### src/rtl/ctr_pkg.sv
package ctr_pkg;
  typedef enum logic [1:0] {
    OP_HOLD = 2'd0,
    OP_LOAD = 2'd1,
    OP_STEP = 2'd2
  } slice_op_t;

  function automatic slice_op_t pick_op(input logic load_n,
                                        input logic gate_en,
                                        input logic carry_en);
    if (!load_n)                  return OP_LOAD;
    else if (gate_en && carry_en) return OP_STEP;
    else                          return OP_HOLD;
  endfunction
endpackage

### src/rtl/ctr_slice.sv
module ctr_slice
  import ctr_pkg::*;
#(
  parameter int W = 4
) (
  input  logic         clk,
  input  logic         clr_n,
  input  logic         load_n,
  input  logic         gate_en,
  input  logic         carry_en,
  input  logic [W-1:0] din,
  output logic [W-1:0] q,
  output logic         full,
  output logic         tc
);
  slice_op_t op;

  assign op   = pick_op(load_n, gate_en, carry_en);
  assign full = &q;
  assign tc   = carry_en & full;

  always_ff @(posedge clk or negedge clr_n) begin
    if (!clr_n) begin
      q <= '0;
    end else begin
      case (op)
        OP_LOAD: q <= din;
        OP_STEP: q <= q + W'(1);
        default: q <= q;
      endcase
    end
  end

  // q stays zero for as long as the clear is held
  p_clear_zero_r2: assert property (@(posedge clk) !clr_n |-> q == '0);

  // a load takes the data regardless of the enables
  p_load_r3: assert property (@(posedge clk) disable iff (!clr_n)
    !load_n |=> q == $past(din));

  // both enables with no load advance by one, modulo 2^W
  p_step_r4: assert property (@(posedge clk) disable iff (!clr_n)
    (load_n && gate_en && carry_en) |=> q == $past(q) + W'(1));

  // otherwise the slice holds
  p_hold_r5: assert property (@(posedge clk) disable iff (!clr_n)
    (load_n && !(gate_en && carry_en)) |=> $stable(q));

  // terminal count never appears without the carry enable
  p_tc_gate_r6: assert property (@(posedge clk) disable iff (!clr_n)
    tc |-> carry_en);
endmodule

### src/rtl/ctr_carry_net.sv
module ctr_carry_net #(
  parameter int STAGES = 2
) (
  input  logic              carry_en,
  input  logic [STAGES-1:0] full,
  output logic [STAGES-1:0] stage_en
);
  for (genvar i = 0; i < STAGES; i++) begin : g_en
    if (i == 0) begin : g_base
      assign stage_en[i] = carry_en;
    end else begin : g_up
      assign stage_en[i] = carry_en & (&full[i-1:0]);
    end
  end
endmodule

### src/rtl/cascade_counter.sv
module cascade_counter #(
  parameter int SLICE_W = 4,
  parameter int STAGES  = 2,
  localparam int TOTAL_W = SLICE_W * STAGES
) (
  input  logic               clk,
  input  logic               clr_n,
  input  logic               load_n,
  input  logic               gate_en,
  input  logic               carry_en,
  input  logic [TOTAL_W-1:0] load_val,
  output logic [TOTAL_W-1:0] count,
  output logic               carry_out
);
  logic [STAGES-1:0] full_v;
  logic [STAGES-1:0] tc_v;
  logic [STAGES-1:0] stage_en;

  ctr_carry_net #(.STAGES(STAGES)) u_carry (
    .carry_en (carry_en),
    .full     (full_v),
    .stage_en (stage_en)
  );

  for (genvar s = 0; s < STAGES; s++) begin : g_slice
    ctr_slice #(.W(SLICE_W)) u_slice (
      .clk      (clk),
      .clr_n    (clr_n),
      .load_n   (load_n),
      .gate_en  (gate_en),
      .carry_en (stage_en[s]),
      .din      (load_val[s*SLICE_W +: SLICE_W]),
      .q        (count[s*SLICE_W +: SLICE_W]),
      .full     (full_v[s]),
      .tc       (tc_v[s])
    );
    if (s < STAGES - 1) begin : g_link
      // a lower stage's terminal count is the next stage's carry enable
      p_link_r7: assert property (@(posedge clk) disable iff (!clr_n)
        tc_v[s] == stage_en[s+1]);
    end
  end

  assign carry_out = tc_v[STAGES-1];

  // the wide terminal count implies the whole counter is all ones
  p_wide_tc_r6: assert property (@(posedge clk) disable iff (!clr_n)
    carry_out |-> (&count && carry_en));

  // an enabled step from all ones wraps the whole counter to zero
  p_wrap_r4: assert property (@(posedge clk) disable iff (!clr_n)
    (load_n && gate_en && carry_out) |=> count == '0);
endmodule

### config.mk
export PLATFORM = sky130hd
export DESIGN_NAME = cascade_counter
export DESIGN_NICKNAME = d
export VERILOG_FILES = /design/src/rtl/ctr_pkg.sv /design/src/rtl/ctr_slice.sv /design/src/rtl/ctr_carry_net.sv /design/src/rtl/cascade_counter.sv
export SDC_FILE = /design/constraint.sdc
export NUM_CORES = 1
export LEC_CHECK = 0
export BUFFER_PORTS_ARGS = -buffer_cell sky130_fd_sc_hd__buf_2
export CAP_MARGIN = 20
export CORE_AREA = 2 2 39 41
export CTS_CLUSTER_DIAMETER = 30
export DETAILED_ROUTE_END_ITERATION = 12
export DIE_AREA = 0 0 41 43
export PLACE_DENSITY = 0.64
export REMOVE_ABC_BUFFERS = 1
export SYNTH_ARGS = -nofsm -noshare
export SYNTH_HDL_FRONTEND = slang
export SYNTH_SLANG_ARGS = --single-unit
export TNS_END_PERCENT = 50
### constraint.sdc
create_clock -name clk -period 1.5 [get_ports clk]
set_input_delay 0.075 -clock clk [delete_from_list [all_inputs] [get_ports clk]]
set_output_delay 0.075 -clock clk [all_outputs]
set_load 0.05 [all_outputs]
==> run metrics, run 1 <==
most frequent cells in the layout=buf_2 (20), nor2_1 (8), dfrtp_1 (8), nand3_1 (5); largest net degree at the start of global routing=17; Root Driver=clkbuf_4; Synth Register Bits=8; slowest stage cell, crit path=dfrtp_1; Post-Synthesis Mean Instance Area=8.98 um^2; Crit path largest cell delay=0.35 ns; top_reg_cell synth=dfrtp_1; initial antenna violation count=0; number of detailed-route iterations in the first pass=4; Ys Warns=0; Top Ports=22; sequence of cells on the critical path=ha_2 -> nand3_4 -> nor3_2 -> buf_4; first-pass GRT wire length=1620 um; Clk pwr share=0.254; Largest regs=g_slice.u_slice.q x8; Req. time, crit path=1.42 ns; grt total ovfl=0; CTS buffer count=3; diode count=0; WP buf/inv=1; clock skew=0.00424 ns; fin worst setup slack=0.0749 ns; antenna viol nets, final=0; clk buf depth=2; Post-Place Cells=88; leading area contributor after synthesis=dfrtp_1; top cell type's share of synthesized area=0.437; port bufs=21; largest register by flop count=g_slice.u_slice.q; pre-CTS setup slack=0.0648 ns; Post-synth ARST share=1.00; number of synthesized flops with an enable pin=0; Final #Nets=93; Tot GR Track Use=0.140; CTS tree=done; Hold Violations, Final=0; initial core utilization=0.331; Pint=0.000405 W; pwr dens=1040 nW/um^2; core area=1380 um^2; die width=41 um; row cnt=14; most common cell after layout, fill and taps aside=buf_2; GP Congestion=0.729; fraction of layout cells with a size suffix above 1=0.421; peak supply drop=0.000393 V; fin. max-slew vios=0; HP Class=in -> reg; DRC Markers=0; CTS clock-pin slew for the worst setup and hold paths=0.06 ns; routing usage on met1=0.161; Die Height=43 um; layer with the highest usage=met2; Pleak=0.280 nW; CP delay by family, top=flip-flops; Final HPWL DP=768 um; Vias=466; Synth cell types=18; Mapped Area=458 um^2; final instance count without filler cells=92; Fmax=702 MHz; die area=1760 um^2; H-tree depth=1; RSZ-0062 raised after global routing=false; endpoint class of the critical path=output port; met2 Use GR=0.206; vias per cell=5.07; GRT met3 Usage=0.0314; Switching Share=0.388; Slew @ Worst Pin=0.269 ns; Tcrit/Tclk final=0.950; Area contributors post-synth=dfrtp_1 (44%), nor2_1 (6.6%), a31oi_1 (5.5%), ha_1 (5.5%), nand3_1 (5.5%); Flop pwr share=0.399; Critical Path AT=1.35 ns; Layout area overhead=39.1%; Syn Inst Count=51; number of global-route vias before repair=413; Final setup viols=0; Min Clock Period, post-route=1.43 ns; routed wire length=1050 um; postcts setup bufs=0; Largest register FFs=8; Critical Path Fanout Max=9; Comb pwr share=0.347; Max-slew headroom=0.821; WL/cell=11.4 um; starting DRC count in detailed routing=11; crit path kind=reg -> out; clk sinks=8; sequential area share after synthesis=0.437; clk_lat worst skew=0.25 ns; result of the run=finished, final reports clean; CP startpoint kind=flop; total of max-cap violations=0; switching power of the nets=0.000256 W
==> worst paths after layout <==
path	startpoint	to	slack (ns)	depth (start not counted)
min in group asynchronous	clr_n	g_slice[0].u_slice.q[3]$_DFFE_PN0P_	0.19	2
max reg2reg	g_slice[0].u_slice.q[1]$_DFFE_PN0P_	g_slice[1].u_slice.q[2]$_DFFE_PN0P_	0.09	4
min reg2reg	g_slice[1].u_slice.q[1]$_DFFE_PN0P_	g_slice[1].u_slice.q[1]$_DFFE_PN0P_	0.58	2
min	load_val[5]	g_slice[1].u_slice.q[1]$_DFFE_PN0P_	0.07	3
max	g_slice[0].u_slice.q[1]$_DFFE_PN0P_	carry_out	0.07	4
max in group asynchronous	clr_n	g_slice[0].u_slice.q[1]$_DFFE_PN0P_	1.14	2
==> synthesized netlist by cell type, types with 2 or more instances <==
master    instances
clkbuf_1          2
or3_2             2
nor2_1            8
a21oi_1           4
nand3_1           5
xor2_1            2
dfrtp_1           8
o21ai_0           4
ha_1              2
a31oi_1           4
nand2_1           3
==> kinds of logic (layout without fill, tap and decap cells) <==
kind of cell	after synthesis	in the layout	synth area share
buffers and inverters	2	27	0.0164
xor gates and xnor gates	2	2	0.0383
DFF	8	8	0.437
and+or+nand+nor	22	22	0.257
AOI/OAI and AO/OA	14	14	0.175
adders and majority gates	2	2	0.0546
muxes	1	1	0.0219
==> worst min-delay path: stages <==
cell and delay (ns):
buf_2 0.07, nor2_1 0.03, a21oi_1 0.10
==> final cells by class <==
| cell class | instances | area, um^2 |
|---|---|---|
| Clock buffer | 3 | 22.5 |
| Fill cell | 154 | 747 |
| Multi-Input combinational cell | 41 | 262 |
| Sequential cell | 8 | 200 |
| Tap cell | 16 | 20.0 |
| Timing Repair Buffer | 24 | 133 |
==> power groups by stage <==
| stage | sequential (W) | clock [W] | combinational, W |
|---|---|---|---|
| after global placement | 0.000265 | 0 | 0.000222 |
| after CTS | 0.000263 | 0.000180 | 0.000228 |
| after floorplan | 0.000350 | 0 | 0.0000650 |
| after detailed placement | 0.000267 | 0 | 0.000226 |
| after global routing | 0.000267 | 0.000194 | 0.000250 |
| final | 0.000264 | 0.000168 | 0.000229 |
==> stage by stage <==
step	hold WS, ns	area, um^2	setup TNS [ns]	power, W	utilization
after floorplan	-0.221	450	-1.61	0.000415	-
after global placement	-0.0729	591	0	0.000487	0.427
after detailed placement	-0.0722	591	0	0.000492	0.427
after CTS	0.0601	626	0	0.000671	0.452
after global routing	0.0615	637	0	0.000710	0.460
final	0.0687	637	0	0.000661	0.460
==> what timing repair did <==
item,CTS,global route
pin swaps,0,3
cloned,0,0
endpoints found under the setup margin,1,3
hold endpoints to repair,8,0
hold buffers,1,0
resized for setup,1,3
==> per-layer routing <==
| layer | routed length (um) | share of wire | up-vias |
|---|---|---|---|
| li1 | - | - | 237 |
| met1 | 457 | 0.43 | 218 |
| met2 | 546 | 0.52 | 9 |
| met3 | 35 | 0.033 | 2 |
| met4 | 10 | 0.0095 | 0 |
| met5 | 0 | 0 | - |
(Power assumes the default switching activity.)
==> inputs of run 2 (changes only) <==
--- a/config.mk
+++ b/config.mk
@@ -15,5 +15,6 @@
 export REMOVE_ABC_BUFFERS = 1
 export SYNTH_ARGS = -nofsm -noshare
 export SYNTH_HDL_FRONTEND = slang
+export SYNTH_HIERARCHICAL = 1
 export SYNTH_SLANG_ARGS = --single-unit
 export TNS_END_PERCENT = 50
==> run 2 against run 1 <==
Net effect: die area is the same; clock skew down 0.0015 ns; register-to-register slack got worse by 0.04 ns; setup slack worse by 0.062 ns; final area up 0.59%; clock power decreased by 4%; routed wire length shrank 8.9%; flip-flop and latch count stayed put; sequential power is 2% lower; final cell count shrank 2.2%; power down 1.7%; critical endpoint unchanged; largest cell class unchanged; highest routed layer unchanged.
==> run metrics, run 2 <==
CTS tree=done; Min Clock Period, post-route=1.49 ns (+0.0619 ns); clk sinks=8 (unchanged); diode count=0 (unchanged); die width=41 um (unchanged); Layout area overhead=42.6%; clk buf depth=2 (unchanged); HP Class=in -> reg; total of max-cap violations=0 (unchanged); DRC Markers=0 (unchanged); largest register by flop count=g_slice.u_slice/q; Top Ports=22 (unchanged); Slew @ Worst Pin=0.252 ns (-0.0175 ns); WL/cell=10.6 um (-6.9%); peak supply drop=0.000354 V (-10%); Req. time, crit path=1.42 ns (about the same); CP delay by family, top=simple AND/OR/NAND/NOR gates; endpoint class of the critical path=output port; Hold Violations, Final=0 (unchanged); grt total ovfl=0 (unchanged); post-layout util=0.463 (+0.00271); result of the run=finished, final reports clean; H-tree depth=1 (unchanged); vias per cell=4.70 (-7.2%); Tot GR Track Use=0.111 (-0.0292); starting DRC count in detailed routing=2 (-9); Final setup viols=0 (unchanged); crit path kind=reg -> out; Final #Nets=91 (-2.2%); routed wire length=957 um (-8.9%); Syn Inst Count=49 (-3.9%); Vias=423 (-9.2%); Max-slew headroom=0.832 (+0.0117); die area=1760 um^2 (unchanged); Pleak=0.313 nW (+12%); CTS buffer count=3 (unchanged); CP startpoint kind=flop; GP Congestion=0.691 (-5.2%); postcts setup bufs=0 (unchanged); number of detailed-route iterations in the first pass=2 (-2); Fmax=672 MHz (-4.2%); Final HPWL DP=727 um (-5.3%); Mapped Area=449 um^2 (-1.9%); most frequent cells in the layout=buf_2 (20), nor2_1 (8), dfrtp_1 (8), a21oi_1 (6); number of global-route vias before repair=320 (-23%); core area=1380 um^2 (unchanged); Post-Synthesis Mean Instance Area=9.17 um^2 (+2.1%); Crit path largest cell delay=0.38 ns (+0.03 ns); Die Height=43 um (unchanged); fraction of layout cells with a size suffix above 1=0.446 (+0.0249); port bufs=21 (unchanged); Critical Path Fanout Max=3 (-6); initial antenna violation count=0 (unchanged); initial core utilization=0.325 (-0.00633); Final Power=0.000650 W (-1.7%); Ys Warns=6 (+6); WP buf/inv=1 (unchanged); RSZ-0062 raised after global routing=true; row cnt=14 (unchanged); first-pass GRT wire length=1260 um (-23%); Tcrit/Tclk final=0.991 (+0.0413); CTS clock-pin slew for the worst setup and hold paths=0.05 ns (about the same); Root Driver=clkbuf_4; clock skew=0.00272 ns (-0.00152 ns); clk_lat worst skew=0.25 ns (about the same); Critical Path AT=1.41 ns (+0.06 ns); Largest register FFs=8 (unchanged); slowest stage cell, crit path=dfrtp_1; antenna viol nets, final=0 (unchanged); pwr dens=1010 nW/um^2 (-2.3%); fin. max-slew vios=0 (unchanged); Largest regs=g_slice.u_slice/q x8; most frequent CP cell=and2_4; largest net degree at the start of global routing=17 (unchanged); most common cell after layout, fill and taps aside=buf_2; sequence of cells on the critical path=ha_2 -> and3_4 -> and2_4 -> and2_4 -> buf_8
-- run 2: through the flow --
step	worst slack, ns	hold WS (ns)	instance area (um^2)	setup TNS [ns]	cells
6_report	0.0130	0.0677	641	0	90
5_1_grt	-0.0395	0.0689	641	-0.0737	90
4_1_cts	0.00138	0.0562	631	0	90
3_5_place_dp	0.0223	-0.0724	582	0	86
3_3_place_gp	0.0519	-0.0740	582	0	86
2_1_floorplan	-0.328	-0.221	434	-0.782	46
-- run 2: area by class of cell --
| cell class | instances | area [um^2] |
|---|---|---|
| fill | 163 | 743 |
| clock buffer | 3 | 22.5 |
| multi-input combinational | 38 | 250 |
| timing repair buffer | 25 | 148 |
| tap | 16 | 20.0 |
| sequential | 8 | 200 |
-- run 2: routing by layer --
layer	part of all wire	vias up	wire length, um	GRT usage
met2	0.51	15	486	0.153
li1	-	221	-	-
met4	0.013	0	12	0.100
met3	0.066	2	63	0.0314
met1	0.41	185	395	0.132
met5	0	-	0	0
-- run 2: worst reg2reg max path: stages, from the launching register on --
cell	delay (ns)
dfrtp_1	0.35
ha_2	0.18
and3_4	0.17
and2_4	0.16
nand2_4	0.06
or3_1	0.30
a31oi_1	0.15
-- run 2: path summary, 6_finish.rpt --
path                                                     startpoint  slack [ns]  cells after the start                                  end
worst min-delay path                                    load_val[5]        0.07                      3  g_slice[1].u_slice/q[1]$_DFFE_PN0P_
max in group asynchronous                                     clr_n        1.14                      2  g_slice[1].u_slice/q[0]$_DFFE_PN0P_
worst min register to register  g_slice[1].u_slice/q[3]$_DFFE_PN0P_        0.58                      2  g_slice[1].u_slice/q[3]$_DFFE_PN0P_
worst max register to register  g_slice[0].u_slice/q[0]$_DFFE_PN0P_        0.05                      6  g_slice[1].u_slice/q[3]$_DFFE_PN0P_
min in group asynchronous                                     clr_n        0.19                      2  g_slice[0].u_slice/q[3]$_DFFE_PN0P_
worst max-delay path            g_slice[0].u_slice/q[0]$_DFFE_PN0P_        0.01                      5                            carry_out
-- run 2: report_power, final --
part           internal, W  switching (W)  total [W]
clock            0.0000913      0.0000695   0.000161
sequential        0.000240      0.0000186   0.000258
combinational    0.0000800       0.000151   0.000231
total             0.000411       0.000239   0.000650
-- run 2: what timing repair did --
item | in CTS | in global routing
pin swaps | 1 | 3
hold endpoints to repair | 8 | 0
hold buffers | 1 | 0
setup endpoints to repair | 1 | 2
resized for setup | 6 | 2
==> inputs of run 3 (changes only) <==
--- a/config.mk
+++ b/config.mk
@@ -7,10 +7,10 @@
 export LEC_CHECK = 0
 export BUFFER_PORTS_ARGS = -buffer_cell sky130_fd_sc_hd__buf_2
 export CAP_MARGIN = 20
-export CORE_AREA = 2 2 39 41
+export CORE_AREA = 10 10 47 49
 export CTS_CLUSTER_DIAMETER = 30
 export DETAILED_ROUTE_END_ITERATION = 12
-export DIE_AREA = 0 0 41 43
+export DIE_AREA = 0 0 57 59
 export PLACE_DENSITY = 0.64
 export REMOVE_ABC_BUFFERS = 1
 export SYNTH_ARGS = -nofsm -noshare
==> run 3 against run 2 <==
Net effect: via count increased by 1.7%; setup slack got worse by 0.0060 ns; count of clock-buffer cells in the layout unchanged; highest routed layer unchanged; final area increased by 0.39%; core utilization decreased by 0.40 points; routed wire length increased by 22%; die area increased by 91%; power increased by 2.3%; combinational power about the same; maximum frequency decreased by 0.40%; final cell count increased by 1.1%; worst hold slack got worse by 0.0081 ns; largest cell class unchanged.
==> run metrics, run 3 (synthesis gave the netlist of run 2 again) <==
result of the run=finished, final reports clean; Max-slew headroom=0.828 (-0.00410); Root Driver=clkbuf_4; total of max-cap violations=0 (unchanged); grt total ovfl=0 (unchanged); routed wire length=1170 um (+22%); Post-Place Cells=85 (-1.2%); most frequent cells in the layout=buf_2 (20), nor2_1 (8), dfrtp_1 (8), a21oi_1 (6); clock skew=0.000342 ns (-0.00238 ns); CTS buffer count=3 (unchanged); DRC Markers=0 (unchanged); number of detailed-route iterations in the first pass=4 (+2); GP Congestion=0.705 (+2.0%); final instance count without filler cells=91 (+1.1%); pwr dens=1030 nW/um^2 (+1.9%); Critical Path Fanout Max=3 (unchanged); clk buf depth=2 (unchanged); Min Clock Period, post-route=1.49 ns (+0.00595 ns); Top Ports=22 (unchanged); die area=3360 um^2 (+91%); RSZ-0062 raised after global routing=true; Fmax=670 MHz (-0.40%); Hold Violations, Final=0 (unchanged); fillcell total=160 (-1.8%); H-tree depth=1 (unchanged); Flop pwr share=0.394 (-0.003); Clk pwr share=0.256 (+0.008); Req. time, crit path=1.42 ns (about the same); diode count=0 (unchanged); first-pass GRT wire length=1880 um (+50%); CP startpoint kind=flop; fin. max-slew vios=0 (unchanged); die width=57 um (+39%); Switching Share=0.379 (+0.0109); initial core utilization=0.321 (-0.00406); row cnt=14 (unchanged); Comb pwr share=0.350 (-0.005); peak supply drop=0.000484 V (+37%); largest net degree at the start of global routing=17 (unchanged); clk sinks=8 (unchanged); CTS clock-pin slew for the worst setup and hold paths=0.05 ns (about the same); Largest register FFs=8 (unchanged); Final #Nets=92 (+1.1%); antenna viol nets, final=0 (unchanged); WL/cell=12.9 um (+21%); endpoint class of the critical path=output port; switching power of the nets=0.000252 W (+5.3%); Tot GR Track Use=0.0725 (-0.0387); clk_lat worst skew=0.26 ns (about the same); starting DRC count in detailed routing=4 (+2); port bufs=21 (unchanged); Tcrit/Tclk final=0.995 (+0.00397); Pint=0.000413 W (+0.52%); number of global-route vias before repair=456 (+43%); most common cell after layout, fill and taps aside=buf_2; crit path kind=reg -> out; Layout area overhead=43.2%; Pleak=0.319 nW (+2.0%); Slew @ Worst Pin=0.258 ns (+0.00614 ns); Critical Path AT=1.42 ns (about the same); Vias=430 (+1.7%); vias per cell=4.73 (+0.54%); core area=1400 um^2 (+1.3%); Final setup viols=0 (unchanged); hold_ws=0.0595 ns (-0.00812 ns); largest register by flop count=g_slice.u_slice/q; HP Class=in -> reg; fraction of layout cells with a size suffix above 1=0.440 (-0.00595); initial antenna violation count=0 (unchanged); Largest regs=g_slice.u_slice/q x8; CTS tree=done; Die Height=59 um (+37%)
run 3: changes by cell type in the layout (fill, tap and decap cells not counted), sizes merged:
cell / previous run / this run
buf: 24 / 25
run 3: final timing paths:
path,from,endpoint,slack (ns),cells after the start
min reg2reg,g_slice[1].u_slice/q[3]$_DFFE_PN0P_,g_slice[1].u_slice/q[3]$_DFFE_PN0P_,0.60,2
max in group asynchronous,clr_n,g_slice[0].u_slice/q[0]$_DFFE_PN0P_,1.13,2
min,load_val[5],g_slice[1].u_slice/q[1]$_DFFE_PN0P_,0.06,3
max reg2reg,g_slice[0].u_slice/q[0]$_DFFE_PN0P_,g_slice[1].u_slice/q[3]$_DFFE_PN0P_,0.08,6
max,g_slice[0].u_slice/q[1]$_DFFE_PN0P_,carry_out,0.007,5
min in group asynchronous,clr_n,g_slice[1].u_slice/q[3]$_DFFE_PN0P_,0.20,2
run 3: repair_timing:
item,CTS,global route
buffers inserted,0,2
resized for setup,6,1
pin swaps,1,2
endpoints found under the setup margin,1,2
hold buffers,1,0
endpoints found under the hold margin,8,0
run 3: layer usage:
metal / GRT usage / vias to the layer above / part of all wire
li1: - / 226 / -
met1: 0.0757 / 184 / 0.41
met2: 0.109 / 15 / 0.49
met3: 0.0343 / 5 / 0.066
met4: 0.0604 / 0 / 0.029
met5: 0 / - / 0
run 3: cell type report:
cell class                      count  area [um^2]  share of cell area
Timing Repair Buffer               26          155               0.241
Clock buffer                        3         22.5              0.0350
Tap cell                           16         20.0              0.0311
Multi-Input combinational cell     38          245               0.381
Sequential cell                     8          200               0.311
run 3: metrics by stage:
| step | setup WS, ns | utilization | power, W | setup TNS, ns | area [um^2] |
|---|---|---|---|---|---|
| 2_1_floorplan | -0.328 | - | 0.000404 | -0.782 | 434 |
| 3_3_place_gp | 0.0555 | 0.410 | 0.000479 | 0 | 574 |
| 3_5_place_dp | 0.0210 | 0.410 | 0.000483 | 0 | 574 |
| 4_1_cts | 0.00991 | 0.445 | 0.000664 | 0 | 623 |
| 5_1_grt | -0.0395 | 0.459 | 0.000704 | -0.0752 | 643 |
| 6_report | 0.00704 | 0.459 | 0.000665 | 0 | 643 |
run 3: power by group through the flow:
stage | Clock (W) | Combinational (W) | Sequential [W]
final | 0.000170 | 0.000232 | 0.000262
after global routing | 0.000185 | 0.000254 | 0.000265
after CTS | 0.000178 | 0.000224 | 0.000262
after detailed placement | 0 | 0.000218 | 0.000265
after global placement | 0 | 0.000215 | 0.000264
after floorplan | 0 | 0.0000565 | 0.000348
run 3: worst max-delay path: stages, from the launching register on:
cell	delay, ns
dfrtp_1	0.38
ha_2	0.19
and3_1	0.17
and2_4	0.15
and2_4	0.14
buf_8	0.14
